File: config.mk
export PLATFORM = sky130hd
export DESIGN_NAME = seg_dac_frontend
export DESIGN_NICKNAME = d
export VERILOG_FILES = /design/src/rtl/seg_dac_pkg.sv /design/src/rtl/seg_dac_encode.sv /design/src/rtl/seg_dac_hold.sv /design/src/rtl/seg_dac_rebuild.sv /design/src/rtl/seg_dac_frontend.sv
export SDC_FILE = /design/constraint.sdc
export NUM_CORES = 1
export LEC_CHECK = 0
export ABC_AREA = 1
export BUFFER_PORTS_ARGS = -buffer_cell sky130_fd_sc_hd__buf_2
export CAP_MARGIN = 20
export CORE_UTILIZATION = 49
export CTS_BUF_LIST = sky130_fd_sc_hd__clkbuf_16
export DETAILED_ROUTE_END_ITERATION = 10
export PLACE_DENSITY = 0.78
export SYNTH_ARGS = -nofsm -noshare
export SYNTH_HDL_FRONTEND = slang
export SYNTH_SLANG_ARGS = --single-unit
File: constraint.sdc
create_clock -name clk -period 3.8 [get_ports clk]
set_input_delay 0.19 -clock clk [delete_from_list [all_inputs] [get_ports clk]]
set_output_delay 0.19 -clock clk [all_outputs]
set_load 0.02 [all_outputs]
File: src/rtl/seg_dac_pkg.sv
package seg_dac_pkg;

    // Word geometry: total bits, and how many top bits drive segments
    localparam int DATA_W  = 8;
    localparam int SEG_W   = 3;
    localparam int LSB_W   = DATA_W - SEG_W;
    localparam int THERM_W = (1 << SEG_W) - 1;

    // One encoded word as the ladder drivers see it
    typedef struct packed {
        logic [THERM_W-1:0] therm;
        logic [LSB_W-1:0]   bin;
    } seg_word_t;

    localparam seg_word_t SEG_ZERO = '{therm: '0, bin: '0};

    // Count of asserted segment lines
    function automatic logic [SEG_W-1:0] seg_count(input logic [THERM_W-1:0] v);
        logic [SEG_W-1:0] n;
        n = '0;
        for (int i = 0; i < THERM_W; i++) begin
            n = n + {{(SEG_W-1){1'b0}}, v[i]};
        end
        return n;
    endfunction

    // True when v has the form 0..01..1 (possibly empty)
    function automatic logic seg_is_run(input logic [THERM_W-1:0] v);
        return ((v + THERM_W'(1)) & v) == '0;
    endfunction

endpackage

File: src/rtl/seg_dac_encode.sv
module seg_dac_encode
    import seg_dac_pkg::*;
(
    input  logic [DATA_W-1:0] data,
    input  logic              invert,
    output seg_word_t         seg
);
    logic [DATA_W-1:0] eff;
    logic [SEG_W-1:0]  top;

    assign eff = data ^ {DATA_W{invert}};
    assign top = eff[DATA_W-1 -: SEG_W];

    // Line i is lit when the segment value exceeds i
    for (genvar i = 0; i < THERM_W; i++) begin : g_line
        assign seg.therm[i] = (int'(top) > i);
    end

    assign seg.bin = eff[LSB_W-1:0];
endmodule

File: src/rtl/seg_dac_hold.sv
module seg_dac_hold
    import seg_dac_pkg::*;
(
    input  logic      clk,
    input  logic      rst,
    input  logic      open_en,
    input  seg_word_t live,
    output seg_word_t seg
);
    seg_word_t held;

    always_ff @(posedge clk) begin
        if (rst) begin
            held <= SEG_ZERO;
        end else if (open_en) begin
            held <= live;
        end
    end

    assign seg = open_en ? live : held;
endmodule

File: src/rtl/seg_dac_rebuild.sv
module seg_dac_rebuild
    import seg_dac_pkg::*;
(
    input  seg_word_t         seg,
    output logic [DATA_W-1:0] code,
    output logic              bad_run
);
    logic [SEG_W-1:0] cnt;

    always_comb begin
        cnt     = seg_count(seg.therm);
        code    = {cnt, seg.bin};
        bad_run = !seg_is_run(seg.therm);
    end
endmodule

File: src/rtl/seg_dac_frontend.sv
module seg_dac_frontend
    import seg_dac_pkg::*;
(
    input  logic               clk,
    input  logic               rst,
    input  logic [DATA_W-1:0]  data_i,
    input  logic               cmp_i,
    input  logic               le_n_i,
    output logic [THERM_W-1:0] therm_o,
    output logic [LSB_W-1:0]   bin_o,
    output logic [DATA_W-1:0]  code_o,
    output logic               flag_o
);
    seg_word_t live_seg;
    seg_word_t out_seg;

    seg_dac_encode u_enc (
        .data   (data_i),
        .invert (cmp_i),
        .seg    (live_seg)
    );

    seg_dac_hold u_hold (
        .clk     (clk),
        .rst     (rst),
        .open_en (!le_n_i),
        .live    (live_seg),
        .seg     (out_seg)
    );

    seg_dac_rebuild u_rb (
        .seg     (out_seg),
        .code    (code_o),
        .bad_run (flag_o)
    );

    assign therm_o = out_seg.therm;
    assign bin_o   = out_seg.bin;
endmodule

==> results.yml <==
run_status:
  status: "finished, final reports clean"
logic_synthesis:
  synth_seq_cells: 12
  synth_area_um2: 958
  syn_nets: 151
  syn_avg_cell_area_um2: 7.26
  synth_edf_count: 0
  yosys.area.top_type: "dfxtp_1"
  ys_seq_area_frac: 0.251
  ys_async_sr_fraction: 0
  yosysMostFrequentCell: "nand2_1"
  yosysUniqueCellTypes: 26
  synth.top_cells.by_area: "dfxtp_1 (25%), nand2_1 (15%), fa_1 (6.3%)"
  synth_common_cells: "nand2_1 (39), inv_1 (14), dfxtp_1 (12)"
  synth_top_area_frac: 0.251
  syn_inst: 132
  ys_warn_count: 0
  ys.flop_type: "dfxtp_1"
clock_network:
  cts_resized: 0
  ctsLongestPathBuffers: 2
  path_clk_slew_ns: 0.04
  h-tree-depth: 1
  cts.sinks: 12
  holdBufCountCts: 0
  tritoncts: "built"
  cts_setup_buffers: 0
  root_buffer: "clkbuf_16"
  numCtsBuffers: 3
  clk_latency_ns: 0.24
critical_path:
  endpoint_kind: "output port"
  crit_start: "cmp_i"
  crit_required_ns: 3.61
  rrSetupSlack_ns: 2.93
  worstPathMaxFanout: 12
  crit_path_start_kind: "input pin"
  r2r-start: "u_hold.held[8]"
  r2r_cells: 4
  cp.arrival_ns: 3.30
  critPathKind: "input pin to output port"
power:
  p_int_w: 0.000343
  p_seq_frac: 0.259
  switchingPower_w: 0.000185
  irDropWorstVdd_mv: 0.325
  p_clk_frac: 0.361
  p_leak_nw: 0.683
  p_per_area_nw_per_um2: 448
  sw_frac_of_total: 0.350
  p_comb_frac: 0.380
sta:
  report.final.setup_viol: 0
  hold_viol: 0
  maxSlewViolCount: 0
  tns_ns: 0
  rsz0062_at_grt: "false"
  worst_pin_slew_ns: 0.357
  period_needed_ns: 3.49
  holdWs_ns: 0.264
  period_share: 0.919
  fmax_ghz: 0.286
  fin_worst_skew_ns: 0
  max_slew_margin: 0.761
  layout_setup_ws_ns: 0.306
cells_and_area:
  final_nets: 181
  reg.largest.list: "u_hold.held x12"
  drive_above_1_share: 0.385
  regMostFlops: "u_hold.held"
  largest_register_ffs: 12
  syn_to_final_growth_pct: 23.0
  diodes: 0
min_path:
  hp-class: "input pin to flip-flop"
  min_path_cells: 4
  hold_path_startpoint: "data_i[1]"
placement:
  place_ws_ns: 0.292
  port_buffers: 32
  dp_hpwl_um: 1440
  place_congestion: 0.836
grt:
  antenna_found_initial: 0
  grt_pass1_wl_um: 2920
  grt_usage: 0.199
  overflow: 0
  grt_pass1_vias: 730
  grt_max_degree: 13
floorplanning:
  rows: 15
  start_util: 0.538
  die_y_um: 46.2
  die-area_um2: 2140
  coreArea_um2: 1780
  io_pins: 33
  dieWidth_um: 46.2
detailed_routing:
  first_iter_violations: 4
  detail-route-antenna-nets: 0
  drcViolationCount: 0
  via_count: 852
  routed_wl_um: 1810
  wire_per_inst_um: 9.74
  first_pass_iters: 4
  viasPerCell: 4.58
run:
  maxCapViolCount: 0
## final timing paths
kind | end
hold reg to reg | u_hold.held[4]
setup reg to reg | u_hold.held[8]
hold / removal | u_hold.held[1]
setup / recovery | code_o[7]
## layer usage
| layer | vias up | track usage | routed length (um) |
|---|---|---|---|
| met5 | - | 0 | 0 |
| met4 | 0 | 0.0882 | 28 |
| met3 | 4 | 0.0706 | 85 |
| met2 | 25 | 0.327 | 894 |
| met1 | 373 | 0.230 | 804 |
| li1 | 450 | - | - |
## worst max-delay path, stage by stage
cell	delay, ns
buf_2	0.26
inv_2	0.11
nand2_1	0.09
nand2_2	0.08
o21ai_1	0.26
inv_1	0.12
ha_1	0.30
inv_1	0.06
fa_1	0.43
fa_1	0.50
inv_1	0.04
ha_1	0.18
fa_1	0.37
xor2_1	0.14
buf_2	0.18
## metrics by stage
| step | instance area (um^2) | total power (W) | utilization | cells |
|---|---|---|---|---|
| 2_1_floorplan | 958 | 0.000299 | - | 132 |
| 3_3_place_gp | 1100 | 0.000336 | 0.617 | 182 |
| 3_5_place_dp | 1100 | 0.000341 | 0.617 | 182 |
| 4_1_cts | 1180 | 0.000535 | 0.661 | 186 |
| 5_1_grt | 1180 | 0.000562 | 0.661 | 186 |
| 6_report | 1180 | 0.000528 | 0.661 | 186 |
## cell families after synthesis
kind of cell	Yosys count	share of synthesized area
XOR/XNOR	6	0.0548
AO/OA/AOI/OAI	11	0.0796
AND/OR/NAND/NOR	67	0.354
adder cells (fa/ha/maj)	7	0.115
flip-flops	12	0.251
buffers and inverters	29	0.146
## layout make-up
type	count	area [um^2]
fillers	162	604
repair buffers	34	175
well taps	25	31.3
multi-input cells	91	578
inverters	20	75.1
flip-flops and latches	12	240
clock buffers	3	75.1
clock inverters	1	3.75
## power groups by stage
| stage | Sequential [W] | Clock [W] | Combinational [W] |
|---|---|---|---|
| floorplan | 0.000139 | 0 | 0.000160 |
| global placement | 0.000139 | 0 | 0.000197 |
| detailed placement | 0.000139 | 0 | 0.000202 |
| CTS | 0.000137 | 0.000194 | 0.000204 |
| global route | 0.000138 | 0.000202 | 0.000223 |
| finish | 0.000137 | 0.000191 | 0.000200 |
## layout by cell type, fill, tap and decap left out
master and count:
a21oi_1 6, a31oi_1 1, a31oi_4 1, buf_2 32, buf_4 2, clkbuf_16 3
clkinv_1 2, dfxtp_1 12, fa_1 3, ha_1 4, inv_1 14, inv_2 5
nand2_1 39, nand2_2 6, nand2_4 4, nand3_1 1, nand3_2 1, nor2_1 8
nor2_2 3, nor2_4 3, o21ai_1 2, o21ai_2 1, or2_0 1, or2_2 1
xor2_1 6
Power figures use the tool's default switching activity.
